==> config.mk <==
export PLATFORM = sky130hd
export DESIGN_NAME = slowio_waitgen
export DESIGN_NICKNAME = d
export VERILOG_FILES = /design/src/rtl/wsg_pkg.sv /design/src/rtl/wsg_decode.sv /design/src/rtl/wsg_divider.sv /design/src/rtl/wsg_stall.sv /design/src/rtl/slowio_waitgen.sv
export SDC_FILE = /design/constraint.sdc
export NUM_CORES = 1
export LEC_CHECK = 0
export BUFFER_PORTS_ARGS = -buffer_cell sky130_fd_sc_hd__buf_2
export CAP_MARGIN = 10
export CELL_PAD_IN_SITES_DETAIL_PLACEMENT = 1
export CELL_PAD_IN_SITES_GLOBAL_PLACEMENT = 2
export CORE_MARGIN = 3
export CORE_UTILIZATION = 24
export DETAILED_ROUTE_END_ITERATION = 6
export PLACE_DENSITY = 0.85
export SLEW_MARGIN = 20
export SYNTH_ARGS = -nofsm -noshare
export SYNTH_HDL_FRONTEND = slang
export SYNTH_HIERARCHICAL = 1
export SYNTH_SLANG_ARGS = --single-unit
==> constraint.sdc <==
create_clock -name clk -period 3.1 [get_ports clk]
set_input_delay 0.465 -clock clk [delete_from_list [all_inputs] [get_ports clk]]
set_output_delay 0.465 -clock clk [all_outputs]
set_load 0.02 [all_outputs]
==> src/rtl/wsg_pkg.sv <==
package wsg_pkg;

    localparam int WSG_ADDR_W   = 16;
    localparam int WSG_WIN_BITS = 4;
    localparam int WSG_SEL_W    = 2;

    typedef enum logic [WSG_SEL_W-1:0] {
        SPD_X1 = 2'd0,
        SPD_X2 = 2'd1,
        SPD_X4 = 2'd2,
        SPD_X8 = 2'd3
    } spd_e;

endpackage

==> src/rtl/wsg_decode.sv <==
module wsg_decode #(
    parameter int                  ADDR_W   = 16,
    parameter int                  WIN_BITS = 4,
    parameter logic [WIN_BITS-1:0] WIN_TAG  = 4'hD
) (
    input  logic [ADDR_W-1:0] addr_i,
    output logic              hit_o
);
    logic [WIN_BITS-1:0] tag_w;

    always_comb begin
        tag_w = addr_i[ADDR_W-1 -: WIN_BITS];
        hit_o = (tag_w == WIN_TAG);
    end
endmodule

==> src/rtl/wsg_divider.sv <==
module wsg_divider #(
    parameter int SEL_W = 2,
    localparam int CNT_W = (1 << SEL_W) - 1,
    localparam int RAT_W = CNT_W + 1
) (
    input  logic             clk,
    input  logic             rst_n,
    input  logic             ce_i,
    input  logic             we_i,
    input  logic [SEL_W-1:0] wdata_i,
    output logic [SEL_W-1:0] sel_o,
    output logic [CNT_W-1:0] cnt_o,
    output logic             first_o,
    output logic             last_o,
    output logic             slow_o
);
    typedef struct packed {
        logic [SEL_W-1:0] sel;
        logic [CNT_W-1:0] cnt;
        logic             slow;
    } div_st_t;

    div_st_t     st_d, st_q;
    logic [RAT_W-1:0] ratio_now;
    logic [RAT_W-1:0] ratio_nx;

    always_comb begin
        ratio_now = RAT_W'(1) << st_q.sel;
        first_o   = (st_q.cnt == '0);
        last_o    = ({1'b0, st_q.cnt} == (ratio_now - RAT_W'(1)));

        st_d = st_q;
        if (ce_i) begin
            if (we_i) begin
                st_d.sel = wdata_i;
                st_d.cnt = '0;
            end else if (last_o) begin
                st_d.cnt = '0;
            end else begin
                st_d.cnt = st_q.cnt + CNT_W'(1);
            end
        end

        ratio_nx = RAT_W'(1) << st_d.sel;
        if (ratio_nx == RAT_W'(1)) begin
            st_d.slow = 1'b1;
        end else begin
            st_d.slow = ({1'b0, st_d.cnt} >= (ratio_nx >> 1));
        end
    end

    always_ff @(posedge clk) begin
        if (!rst_n) begin
            st_q.sel  <= '0;
            st_q.cnt  <= '0;
            st_q.slow <= 1'b1;
        end else begin
            st_q <= st_d;
        end
    end

    assign sel_o  = st_q.sel;
    assign cnt_o  = st_q.cnt;
    assign slow_o = st_q.slow;
endmodule

==> src/rtl/wsg_stall.sv <==
module wsg_stall (
    input  logic clk,
    input  logic rst_n,
    input  logic ce_i,
    input  logic hit_i,
    input  logic first_i,
    input  logic last_i,
    input  logic clr_i,
    output logic rdy_o
);
    typedef struct packed {
        logic armed;
    } stall_st_t;

    stall_st_t st_d, st_q;
    logic      done_w;

    always_comb begin
        done_w = hit_i && last_i && (st_q.armed || first_i);
        rdy_o  = !(hit_i && !done_w);

        st_d = st_q;
        if (ce_i) begin
            if (clr_i) begin
                st_d.armed = 1'b0;
            end else begin
                st_d.armed = hit_i && !done_w && (st_q.armed || first_i);
            end
        end
    end

    always_ff @(posedge clk) begin
        if (!rst_n) begin
            st_q.armed <= 1'b0;
        end else begin
            st_q <= st_d;
        end
    end
endmodule

==> src/rtl/slowio_waitgen.sv <==
module slowio_waitgen #(
    parameter int                  ADDR_W   = wsg_pkg::WSG_ADDR_W,
    parameter int                  WIN_BITS = wsg_pkg::WSG_WIN_BITS,
    parameter logic [WIN_BITS-1:0] WIN_TAG  = 4'hD,
    parameter int                  SEL_W    = wsg_pkg::WSG_SEL_W,
    localparam int                 CNT_W    = (1 << SEL_W) - 1
) (
    input  logic              clk,
    input  logic              rst_n,
    input  logic              cpu_ce,
    input  logic [ADDR_W-1:0] addr_i,
    input  logic              rnw_i,
    input  logic              spd_we_i,
    input  logic [SEL_W-1:0]  spd_wdata_i,
    output logic              rdy_o,
    output logic              pclk_o,
    output logic              pcs_o,
    output logic              prnw_o
);
    logic             hit;
    logic [SEL_W-1:0] sel_q;
    logic [CNT_W-1:0] cnt_q;
    logic             cnt_first;
    logic             cnt_last;
    logic             slow_q;

    wsg_decode #(
        .ADDR_W   (ADDR_W),
        .WIN_BITS (WIN_BITS),
        .WIN_TAG  (WIN_TAG)
    ) u_dec (
        .addr_i (addr_i),
        .hit_o  (hit)
    );

    wsg_divider #(
        .SEL_W (SEL_W)
    ) u_div (
        .clk     (clk),
        .rst_n   (rst_n),
        .ce_i    (cpu_ce),
        .we_i    (spd_we_i),
        .wdata_i (spd_wdata_i),
        .sel_o   (sel_q),
        .cnt_o   (cnt_q),
        .first_o (cnt_first),
        .last_o  (cnt_last),
        .slow_o  (slow_q)
    );

    wsg_stall u_stall (
        .clk     (clk),
        .rst_n   (rst_n),
        .ce_i    (cpu_ce),
        .hit_i   (hit),
        .first_i (cnt_first),
        .last_i  (cnt_last),
        .clr_i   (spd_we_i),
        .rdy_o   (rdy_o)
    );

    always_comb begin
        pclk_o = slow_q;
        pcs_o  = hit && slow_q;
        prnw_o = pcs_o ? rnw_i : 1'b1;
    end
endmodule

* Word level (Yosys, flattened, before mapping)
Cells that the tools add are included.
Word-level totals: register bits after elaboration 7, bits of input ports 23, output and inout port bits 4, logic and storage cells 29
Cells by class: add/sub/neg operators 2, $lt $le $gt $ge 1, equal/unequal tests 3, shift operators 2, multiplexer cells 6, bitwise gates (word level) 1, reductions and logical operators 10
Operators with widths (number):
- $shl A1 B2 Y4 const A | 2
- $mux W3 | 2
- $logic_and A1 B1 Y1 | 5
- $mux W5 | 1
- $eq A3 B4 Y1 | 1
- $eq A4 B1 Y1 const B | 1
- $eq A4 B4 Y1 const B | 1
- $sub A4 B1 Y4 const B | 1
- $add A3 B1 Y3 const B | 1
- $ge A3 B3 Y1 | 1
- $logic_not A3 Y1 | 1
- $logic_not A1 Y1 | 2
- $mux W1 | 2
- $mux W2 | 1
- $reduce_or A2 Y1 | 1
- $logic_or A1 B1 Y1 | 1
- $not A1 Y1 | 1

* Logic depth before layout (Yosys ltp)
depth after elaboration 9, gate-level depth with buffers 8, gate-level depth less buffers 8

* By module
The synthesis kept the hierarchy.
Modules (own cells, without submodules):
- wsg_divider | instances 1, cells an instance 49, area each 424.2 µm², sequential area each 120.1 µm²
- wsg_stall | instances 1, cells an instance 7, area each 58.8 µm², sequential area each 20.0 µm²
- slowio_waitgen | instances 1, cells an instance 2, area each 13.8 µm², sequential area each 0.0 µm²
- wsg_decode | instances 1, cells an instance 1, area each 10.0 µm², sequential area each 0.0 µm²

* Worst setup path before layout
No wires, ideal clock.
path kind input-to-reg, start in cpu_ce, end reg u_div.st_q (netlist bit u_div/slow_o), setup time 128 ps, data arrival time 1583 ps, required time 2972 ps, slack 1389 ps, stages 8, buffers on the path 0, path through nand2_1 mux2_2 nor2_1 ha_1 inv_1 a21boi_0 o21ai_0 nand4b_1
On the way: longest elaborated chain between the ends 4, elaborated cells on any way between the ends 5, classes of those cells order compare: 1; eq/ne: 1; shift: 1; mux: 1; reduce/logical: 1
Ends and longest elaborated chain:
- start, declared | RTL line slowio_waitgen.sv:10 | input logic cpu_ce,
- $mux W5 * | RTL line wsg_divider.sv:33 | if (ce_i) begin
- $shl A1 B2 Y4 | RTL line wsg_divider.sv:44 | ratio_nx = RAT_W'(1) << st_d.sel;
- $eq A4 B1 Y1 | RTL line wsg_divider.sv:45 | if (ratio_nx == RAT_W'(1)) begin
- $reduce_or A2 Y1 (no source line)
- end signal, assigned | RTL line wsg_divider.sv:58 | st_q <= st_d;
- end, declared | RTL line wsg_divider.sv:23 | div_st_t st_d, st_q;
Mark *: on every way between the ends. The rest lies on a longest branch, timed or not. A chain may end at the register's enable or synchronous reset.

* Worst setup path after layout
start reg u_div.st_q (netlist bit u_div/cnt_o[0]), end reg u_div.st_q (netlist bit u_div/slow_o)
On the way: longest elaborated chain between the ends 5, elaborated cells on any way between the ends 6, classes of those cells add/sub: 1; order compare: 1; eq/ne: 1; mux: 3
Ends and longest elaborated chain:
- $add A3 B1 Y3 or $eq A3 B4 Y1 (tied branches) | RTL line wsg_divider.sv:40, wsg_divider.sv:30
- $mux W3 | RTL line wsg_divider.sv:37 | end else if (last_o) begin
- $mux W3 | RTL line wsg_divider.sv:34 | if (we_i) begin
- $mux W5 * | RTL line wsg_divider.sv:33
- $ge A3 B3 Y1 * | RTL line wsg_divider.sv:48 | st_d.slow = ({1'b0, st_d.cnt} >= (ratio_nx >> 1));
Marked as above.

==> results.md <==
Power and ir drop:
- The total power density per cell area is 343 nW/um^2.
- The maximum resistive drop on vdd is roughly 0.19 mV.
- The leakage power is between 0.2 and 0.3 nW.

Clock tree:
- The CTS tree is done.
- The total clock sinks is 7.
- The TritonCTS buffer count is 3.
- The root buffer cell is clkbuf_4.
- The later-pin clock latency in the skew report is around 0.25 ns.
- After clock tree synthesis, the flow added hold-fix buffers numbering 0.
- The number of setup buffers added after CTS is 0.
- The number of instances resized during post-cts repair is 0.
- The clock transition at the register clock pins on the worst setup and hold paths after CTS is 0.05 ns.
- In this run the number of H-tree levels came out at 1.
- In this run the deepest clock path goes through 2 buffers.

Hold path:
- The path with the worst hold slack has its endpoint at u_div/slow_o.
- The class of the tightest hold or removal check is input port to flip-flop.
- The startpoint of the worst hold path is rst_n.
- The number of instances on the worst hold path is 2.

Floorplan:
- The floorplan core area is around 1900 sq um.
- The initial utilization of the core area, before any placement, comes to 0.273.
- The width of the die is roughly 52 um.
- The die area is around 2700 sq um.
- Pin placement for this block handled 27 I/O pins.
- The die height is roughly 52 um.
- The number of rows in the core area is 15.

Logic synthesis:
- The combined area of all synthesized cells is roughly 510 sq um.
- When the netlist entered floorplanning its net count stood at 87.
- The most instantiated flip-flop cell in the synthesis netlist is dfxtp_1.
- The Yosys step of the flow raised 6 warnings.
- The sequential fraction of the synthesis area is 0.277.
- Synthesis produced a netlist whose cell count is slightly below 60.
- In this run the mean area of a mapped cell was roughly 8.6 sq um.
- The number of enable flip-flop cells after synthesis is 0.
- In this run, distinct cell masters in the synthesized netlist total 26.
- The number of synthesized register bits is 7.
- After synthesis, the share of flip-flops with an asynchronous set or reset is 0.

STA:
- The final worst-path setup slack is about 1.1 ns.
- The final max-slew violation count is 0.
- Setup repair after global routing left no endpoint under its margin.
- The clock skew is roughly 0.0014 ns.
- Summed over all failing endpoints, the final setup total negative slack is 0 ns.
- Setup violations remaining at the end of the flow were counted as 0.
- The hold violation total from the final report is 0.
- The post-route minimum period is between 2 and 2.5 ns.
- The slew at the pin closest to its max-slew limit is roughly 0.43 ns.
- For this run, the top clock speed supported by timing is 499 MHz.
- Headroom to the max-slew limit came out at 0.704.
- Of the available clock period, the critical path in the final layout requires 0.646.

Critical path:
- Along the worst path, the maximum fanout reaches 7.
- The peak per-stage delay on the critical path is approximately 0.47 ns.
- In this run the critical register-to-register path is launched from u_div/cnt_o[0].
- The terminus of the critical flop-to-flop path is u_div/slow_o.
- By startpoint and endpoint, the worst setup path is classified as flip-flop to flip-flop.
- In this run the worst setup path begins at u_div/cnt_o[0].
- The number of cells on the worst reg-to-reg path is 8.
- Setup slack on the worst reg-to-reg path comes out at roughly 1.1 ns.
- The data required time of the worst path is ~3.2 ns.
- The nature of the critical path endpoint is a flip-flop.
- The critical path goes through nor2_1, a2111oi_0, a21oi_1, ha_1, inv_1, a21boi_0, o21ai_0, nand4b_1.
- The slowest stage of the critical path belongs to the cell a2111oi_0.
- The critical path startpoint category is a flip-flop.
- The arrival time at the worst endpoint is about 2.1 ns.

Route:
- After detailed routing, the average wire length per cell comes to about 12 um.
- The count of nets left with antenna violations once routing finished came out at 0.
- For this block, the routed nets add up to 1240 um of wire.
- The via total after detailed routing is approximately 490.
- The final routed DRC violation total is 0.
- Dividing the detail-routed via count by the number of cells gives 4.76.
- The detailed-routing iteration count for the pre-antenna-repair pass is 4.
- The detailed router finished its first iteration with 5 violations.

Finish:
- The library cell used most frequently in the layout, excluding fill and tap cells, is buf_2.
- The number of antenna diodes in the final layout is 0.
- The area overhead of the layout relative to synthesis is 25.2%.
- After filler insertion, the fill cell instance count of the layout stands at between 200 and 250.
- The net count of the finished layout is roughly 110.
- In the final layout, the share of cells above drive strength 1 is 0.299.
- The core utilization of the finished layout is 0.341.
- In the layout the commonest cells are buf_2, nand2_1, dfxtp_1.
- Excluding fillers, the count of instances in the completed layout stands at slightly above 100.

Global routing:
- The number of antenna violations at the first check in global routing came to 0.
- The overall fraction of global-route tracks in use is 0.0983.
- Entering global routing, the biggest net connects 8 pins.
- The via count of the first global-routing pass is 440.
- The first global-routing pass estimated between 1500 and 2000 um of wire.
- The aggregate global routing overflow is 0.

Place:
- Detailed placement finished with a half-perimeter wire length of roughly 1100 um.
- The number of placed instances, taps included, is between 90 and 100.
- The count of input and output buffers is 14.
- Routability-driven placement finished with a final weighted congestion of between 0.8 and 0.9.
- At the placement stage, the worst setup path has a slack of 0.995 ns.

Status:
- The run finished with clean final reports.

Job:
- The tool flagged a number of max-cap violations equal to 0.
[critical path: cells and delay by family, from the launching register on]
kind | cells | cell delay (ns)
adders and majority gates | 1 | 0.31
buffers and inverters | 1 | 0.06
DFF | 1 | 0.44
and+or+nand+nor | 2 | 0.22
AOI/OAI and AO/OA | 4 | 0.85
[power by group]
part | total [W] | internal (W) | switching (W)
logic | 0.0000364 | 0.0000164 | 0.0000200
registers | 0.0000960 | 0.0000930 | 0.00000303
clock network | 0.0000852 | 0.0000493 | 0.0000359
[flip-flops by register name (all words and copies together) (netlist names)]
register and cells:
u_div/cnt_o 3, u_div/sel_o 2, u_div/slow_o 1, u_stall/st_q 1
[through the flow]
| stage | cell area [sq um] | hold WS [ns] | total power (W) |
|---|---|---|---|
| 2_1_floorplan | 507 | 0.513 | 0.000120 |
| 3_3_place_gp | 608 | 0.550 | 0.000133 |
| 3_5_place_dp | 608 | 0.569 | 0.000135 |
| 4_1_cts | 634 | 0.462 | 0.000222 |
| 5_1_grt | 634 | 0.474 | 0.000230 |
| 6_report | 634 | 0.460 | 0.000218 |
[per-layer routing]
| layer | track usage | vias to the layer above | wire length [um] |
|---|---|---|---|
| met5 | 0 | - | 0 |
| met4 | 0.0655 | 0 | 23 |
| met3 | 0.00860 | 2 | 23 |
| met2 | 0.159 | 11 | 630 |
| met1 | 0.122 | 228 | 560 |
| li1 | - | 245 | - |
[final cells by class]
type	instances	area, sq um	area share
multi-input combinational	46	344	0.542
sequential	7	140	0.221
timing repair buffer	14	70.1	0.110
tap	25	31.3	0.0493
clock buffer	4	26.3	0.0414
inverter	6	22.5	0.0355
[worst max path at each step]
| stage | cells past startpoint | end |
|---|---|---|
| 3_5_place_dp | 8 | u_div/slow_o |
| 4_1_cts | 6 | rdy_o |
| 3_3_place_gp | 8 | u_div/slow_o |
| 6_report | 8 | u_div/slow_o |
| 5_1_grt | 8 | u_div/slow_o |
| 2_1_floorplan | 8 | u_div/slow_o |
[cells in the mapped netlist (all sizes together) (2+ instances only)]
| master | number | area (sq um) |
|---|---|---|
| a21oi | 3 | 15.0 |
| nor2b | 2 | 12.5 |
| a21boi | 2 | 15.0 |
| dfxtp | 7 | 140 |
| nand3b | 2 | 15.0 |
| mux2i | 2 | 20.0 |
| o21ai | 3 | 15.0 |
| inv | 6 | 22.5 |
| nand2 | 8 | 30.0 |
| ha | 5 | 62.6 |
| nor2 | 2 | 7.51 |
| and2 | 3 | 18.8 |
[logic make-up after synthesis]
| family | share of synthesized area |
|---|---|
| adder cells (fa/ha/maj) | 0.123 |
| flip-flops | 0.277 |
| multiplexers | 0.0617 |
| AND/OR/NAND/NOR | 0.294 |
| buffers and inverters | 0.0444 |
| AO/OA/AOI/OAI | 0.183 |
| XOR/XNOR | 0.0173 |
(Power assumes the default switching activity.)
